## config.mk

```make
export PLATFORM = sky130hd
export DESIGN_NAME = hashfilt_csr_bank
export DESIGN_NICKNAME = d
export VERILOG_FILES = /design/src/rtl/hfcsr_pkg.sv /design/src/rtl/hfcsr_edge_sync.sv /design/src/rtl/hfcsr_filter_bank.sv /design/src/rtl/hfcsr_irq_ctl.sv /design/src/rtl/hashfilt_csr_bank.sv
export SDC_FILE = /design/constraint.sdc
export NUM_CORES = 1
export LEC_CHECK = 0
export BUFFER_PORTS_ARGS = -buffer_cell sky130_fd_sc_hd__buf_2
export CORE_ASPECT_RATIO = 2
export CORE_MARGIN = 2
export CORE_UTILIZATION = 41
export CTS_CLUSTER_DIAMETER = 60
export CTS_CLUSTER_SIZE = 25
export DETAILED_ROUTE_END_ITERATION = 10
export PLACE_DENSITY = 0.77
export SKIP_CTS_REPAIR_TIMING = 1
export SLEW_MARGIN = 20
export SYNTH_ARGS = -nofsm -noshare
export SYNTH_HDL_FRONTEND = slang
export SYNTH_SLANG_ARGS = --single-unit
```

## constraint.sdc

```tcl
create_clock -name clk -period 2.7 [get_ports clk]
set_input_delay 0.81 -clock clk [delete_from_list [all_inputs] [get_ports clk]]
set_output_delay 0.81 -clock clk [all_outputs]
set_load 0.1 [all_outputs]
```

## src/rtl/hfcsr_pkg.sv

```systemverilog
package hfcsr_pkg;

    parameter int DATA_W   = 32;
    parameter int LANE_W   = 16;
    parameter int LANES    = 4;
    parameter int ADDR_W   = 4;
    localparam int FILT_W  = LANES * LANE_W;

    // Address map of this bank
    parameter int FILT_BASE = 0;
    parameter int IRQ_ADDR  = 4;

    // Bit positions inside the interrupt register
    parameter int FLAG_BIT = 0;
    parameter int EN_BIT   = 1;

    typedef enum logic [1:0] {
        TGT_NONE = 2'd0,
        TGT_FILT = 2'd1,
        TGT_IRQ  = 2'd2
    } tgt_e;

    typedef struct packed {
        logic              wr;
        logic              rd;
        logic [ADDR_W-1:0] addr;
        logic [DATA_W-1:0] data;
    } host_req_t;

    function automatic tgt_e decode_target(input logic [ADDR_W-1:0] addr);
        if (int'(addr) >= FILT_BASE && int'(addr) < FILT_BASE + LANES)
            return TGT_FILT;
        else if (int'(addr) == IRQ_ADDR)
            return TGT_IRQ;
        else
            return TGT_NONE;
    endfunction

endpackage

```

## src/rtl/hfcsr_edge_sync.sv

```systemverilog
module hfcsr_edge_sync #(
    parameter int STAGES = 2
) (
    input  logic clk,
    input  logic rst,
    input  logic din,
    output logic edge_pulse
);
    logic [STAGES-1:0] sync_q;
    logic              last_q;

    genvar g;
    generate
        for (g = 0; g < STAGES; g++) begin : g_stage
            always_ff @(posedge clk) begin
                if (rst)
                    sync_q[g] <= 1'b0;
                else if (g == 0)
                    sync_q[g] <= din;
                else
                    sync_q[g] <= sync_q[(g == 0) ? 0 : g-1];
            end
        end
    endgenerate

    always_ff @(posedge clk) begin
        if (rst)
            last_q <= 1'b0;
        else
            last_q <= sync_q[STAGES-1];
    end

    assign edge_pulse = sync_q[STAGES-1] ^ last_q;

endmodule

```

## src/rtl/hfcsr_filter_bank.sv

```systemverilog
module hfcsr_filter_bank
    import hfcsr_pkg::*;
#(
    parameter int NLANES = LANES,
    parameter int LW     = LANE_W,
    parameter int AW     = ADDR_W,
    parameter int BASE   = FILT_BASE
) (
    input  logic               clk,
    input  logic               wr_en,
    input  logic [AW-1:0]      addr,
    input  logic [LW-1:0]      wdata,
    output logic [LW-1:0]      rlane,
    output logic [NLANES*LW-1:0] filt
);
    localparam int SELW = (NLANES > 1) ? $clog2(NLANES) : 1;

    logic [LW-1:0] lane_q [NLANES];
    logic [SELW-1:0] sel;

    assign sel = SELW'(addr - AW'(BASE));

    genvar i;
    generate
        for (i = 0; i < NLANES; i++) begin : g_lane
            logic [LW-1:0] store_q = '0;
            always_ff @(posedge clk) begin
                if (wr_en && addr == AW'(BASE + i))
                    store_q <= wdata;
            end
            assign lane_q[i]             = store_q;
            assign filt[i*LW +: LW]      = store_q;
        end
    endgenerate

    always_comb begin
        rlane = '0;
        for (int k = 0; k < NLANES; k++)
            if (sel == SELW'(k))
                rlane = lane_q[k];
    end

endmodule

```

## src/rtl/hfcsr_irq_ctl.sv

```systemverilog
module hfcsr_irq_ctl (
    input  logic clk,
    input  logic rst,
    input  logic edge_pulse,
    input  logic wr_hit,
    input  logic clr_bit,
    input  logic en_bit,
    output logic flag_q,
    output logic en_q,
    output logic irq
);
    always_ff @(posedge clk) begin
        if (rst)
            flag_q <= 1'b0;
        else if (edge_pulse)
            flag_q <= 1'b1;
        else if (wr_hit && clr_bit)
            flag_q <= 1'b0;
    end

    always_ff @(posedge clk) begin
        if (rst)
            en_q <= 1'b0;
        else if (wr_hit)
            en_q <= en_bit;
    end

    assign irq = flag_q & en_q;

endmodule

```

## src/rtl/hashfilt_csr_bank.sv

```systemverilog
module hashfilt_csr_bank
    import hfcsr_pkg::*;
(
    input  logic              clk,
    input  logic              hard_rst,
    input  logic              soft_rst,
    input  logic              stop_mode,
    input  logic              suspend_mode,
    input  logic              phy_present,
    input  logic [ADDR_W-1:0] reg_addr,
    input  logic [DATA_W-1:0] reg_wdata,
    input  logic              reg_wr,
    input  logic              reg_rd,
    output logic [DATA_W-1:0] reg_rdata,
    output logic              irq_req,
    output logic [FILT_W-1:0] hash_filter
);
    host_req_t     req;
    tgt_e          tgt;
    logic          filt_open;
    logic          filt_wr;
    logic          irq_wr;
    logic          clr_req;
    logic          edge_seen;
    logic          flag_q;
    logic          en_q;
    logic [LANE_W-1:0] rd_lane;
    logic          unused_soft_rst;

    // Soft reset does not reach any register held here.
    assign unused_soft_rst = soft_rst;

    assign req = '{wr: reg_wr, rd: reg_rd, addr: reg_addr, data: reg_wdata};
    assign tgt = decode_target(req.addr);

    assign filt_open = stop_mode | suspend_mode;
    assign filt_wr   = req.wr && filt_open && (tgt == TGT_FILT);
    assign irq_wr    = req.wr && (tgt == TGT_IRQ);
    assign clr_req   = irq_wr && req.data[FLAG_BIT];

    hfcsr_edge_sync #(.STAGES(2)) u_sync (
        .clk        (clk),
        .rst        (hard_rst),
        .din        (phy_present),
        .edge_pulse (edge_seen)
    );

    hfcsr_filter_bank #(
        .NLANES (LANES),
        .LW     (LANE_W),
        .AW     (ADDR_W),
        .BASE   (FILT_BASE)
    ) u_filt (
        .clk   (clk),
        .wr_en (filt_wr),
        .addr  (req.addr),
        .wdata (req.data[LANE_W-1:0]),
        .rlane (rd_lane),
        .filt  (hash_filter)
    );

    hfcsr_irq_ctl u_irq (
        .clk        (clk),
        .rst        (hard_rst),
        .edge_pulse (edge_seen),
        .wr_hit     (irq_wr),
        .clr_bit    (req.data[FLAG_BIT]),
        .en_bit     (req.data[EN_BIT]),
        .flag_q     (flag_q),
        .en_q       (en_q),
        .irq        (irq_req)
    );

    always_comb begin
        reg_rdata = '0;
        if (req.rd) begin
            unique case (tgt)
                TGT_FILT: if (filt_open) reg_rdata[LANE_W-1:0] = rd_lane;
                TGT_IRQ: begin
                    reg_rdata[FLAG_BIT] = flag_q;
                    reg_rdata[EN_BIT]   = en_q;
                end
                default: reg_rdata = '0;
            endcase
        end
    end

endmodule

```

==> key figures <==
Setup path
  • Setup crit start kind: input pin
  • Required time of the worst setup path: 1890 ps
  • CP Max Fanout: 3
  • Critical path data arrival time: 1880 ps
  • CP Capture Type: output port
  • Crit path kind: in -> out

STA
  • Final Hold Vio Count: 0
  • Min Hold Slack: 444 ps
  • F_max: 371 MHz
  • Fin crit period: 2690 ps
  • Final setup violation count: 0
  • Max-slew violation count: 0
  • Period utilization: between 90% and 100%
  • Setup Skew: 0.403 ps
  • Unrepaired setup endpoints after global routing: yes

Logic synthesis
  • Synth unique cells: 25
  • Flops & latches, synth: 69
  • FFs w/ async S/R, synth: 0%
  • Post-synth EDFFs: 64
  • Area share of the largest cell type after synthesis: between 60% and 70%
  • Syn_area_per_cell: 18.7 sq um
  • Synth area leader: edfxtp_1
  • Netlist Area Pre-Place: 2810 sq um
  • Sequential area share after synthesis: 72.0%
  • Yosys warns: 0
  • Synth area leaders: edfxtp_1, mux4_2, buf_4
  • Post-synth top cells: edfxtp_1, buf_4, nor2b_1, mux4_2, dfxtp_1
  • Main synth FF type: edfxtp_1
  • Gate Count Post-Synth: 150
  • Most frequent cell after synthesis: edfxtp_1

Global route
  • First-pass GRT wire length: 9480 um
  • Initial antenna violation count: 0
  • Global-route usage over all layers: approximately 18%
  • Vias in the first global route: between 1500 and 2000
  • Grt ovf: 0
  • Largest net degree at the start of global routing: 17

Drt
  • Top Metal Used: met4
  • Vias per cell: approximately 5
  • Met3 routed WL: approximately 330 um
  • Detailed-route DRC error count: 0
  • Routed WL: 6750 um
  • Post-DRT Antenna Nets: 0
  • Total vias in the final route: 1821
  • DRT iter0 DRCs: 67
  • Routed wire length per instance: roughly 18 um
  • Pre-antenna DRT Iters: 4
  • Metal-1 WL: around 2100 um
  • Met2 routed WL: 4120 um

Power and ir drop
  • Worst vdd ir: 512 uV
  • Pwr per Cell Area: 653 nW/um^2
  • Pleak: 1.67 nW
  • Tot Pwr: 2.72 mW

Floorplanning
  • Row cnt: 42
  • Core area: 6620 sq um
  • Top Ports: 141
  • Die width: 62.5 um
  • Die area: roughly 7600 sq um
  • Starting Density: 42.4%
  • Die Y: 121 um

Placement
  • Hpwl dp: 4900 um
  • Number of I/O port buffers: 107
  • Placed cell areas: 3730 sq um
  • RePlAce Congestion: 0.867

Clock network
  • Clock-pin slew on the worst setup and hold paths: ~50 ps
  • Cts bufs inserted: 9
  • Worst-skew pair later-pin latency: between 300 and 400 ps
  • CTS Sinks: 69
  • Root Buffer: clkbuf_16
  • H-tree depth: 3
  • CTS tree: yes
  • Maximum buffer depth of the clock tree: 2

Layout
  • # diodes: 0
  • Nets: approximately 320
  • Synthesis-to-layout area growth: 48.6%
  • Final instance area: 4170 sq um
  • Final Util: about 63%
  • Filler Cell Count: 492
  • Share of layout cells above drive strength 1: roughly 63%

Run status
  • Status: finished, final reports clean

Job
  • MaxCap Viol Count: 0

Worst hold path
  • Hold WC Path Type: reg -> reg
==> cell type report <==
class                   count  area [sq um]  area share (%)
multi-input cells          71           832            20.0
repair buffers            124           908            21.8
clock buffers              10           229            5.49
flip-flops and latches     69          2020            48.5
well taps                  88           110            2.64
clock inverters             6          53.8            1.29
inverters                   4          15.0           0.360
==> sequential cells by signal, summed over array words and instances (netlist names) <==
signal,count
u_sync.sync_q,2
u_irq.flag_q,1
u_filt.g_lane.store_q,64
u_sync.last_q,1
u_irq.en_q,1
==> layout by cell type, fill, tap and decap left out, drive strengths merged, types with 2 or more instances in the layout <==
cell type    n
a21oi        2
buf        123
clkbuf      11
clkinv       5
conb        16
dfxtp        5
edfxtp      64
inv          4
mux4        16
nand3        3
nor2         3
nor2b       17
nor3         2
o211ai       2
o21ai        4
==> logic make-up (layout without fill, tap and decap cells) <==
group / count (synthesis) / count (layout) / synth area share, %
other: 1 / 16 / 0.134
multiplexers: 16 / 16 / 13.0
AND/OR/NAND/NOR: 29 / 29 / 6.46
AO/OA/AOI/OAI: 9 / 9 / 2.10
XOR/XNOR: 1 / 1 / 0.312
flip-flops: 69 / 69 / 72.0
buffers and inverters: 25 / 144 / 5.97
==> path summary, 6_finish.rpt <==
kind / depth (start not counted) / start / slack (ps) / endpoint
worst max-delay path: 6 / reg_addr[3] / 6 / reg_rdata[1]
worst min-delay path: 1 / u_sync.sync_q[0] / 440 / u_sync.sync_q[1]
worst max register to register: 2 / u_sync.sync_q[1] / 2060 / u_irq.flag_q
worst min register to register: 1 / u_sync.sync_q[0] / 440 / u_sync.sync_q[1]
==> power breakdown <==
part           switching, mW  internal, mW
logic                  0.329         0.111
registers            0.00895          1.19
clock network          0.382         0.703
==> critical path: stages <==
cell	delay, ps
buf_2	110
buf_4	140
nor4b_4	350
nand3_1	180
o21ai_4	100
buf_12	190
==> routing by layer <==
metal / track usage (%) / vias to the layer above
met5: 0 / -
met4: 12.2 / 0
met3: 5.38 / 16
met2: 33.1 / 89
met1: 16.1 / 905
li1: - / 811
==> through the flow <==
stage,worst slack (ps),cells,TNS (ps)
2_1_floorplan,-103,165,-634
3_3_place_gp,-169,354,-2320
3_5_place_dp,-189,354,-2690
4_1_cts,-197,370,-2730
5_1_grt,-52.2,372,-103
6_report,5.95,372,0
Power figures use the tool's default switching activity.
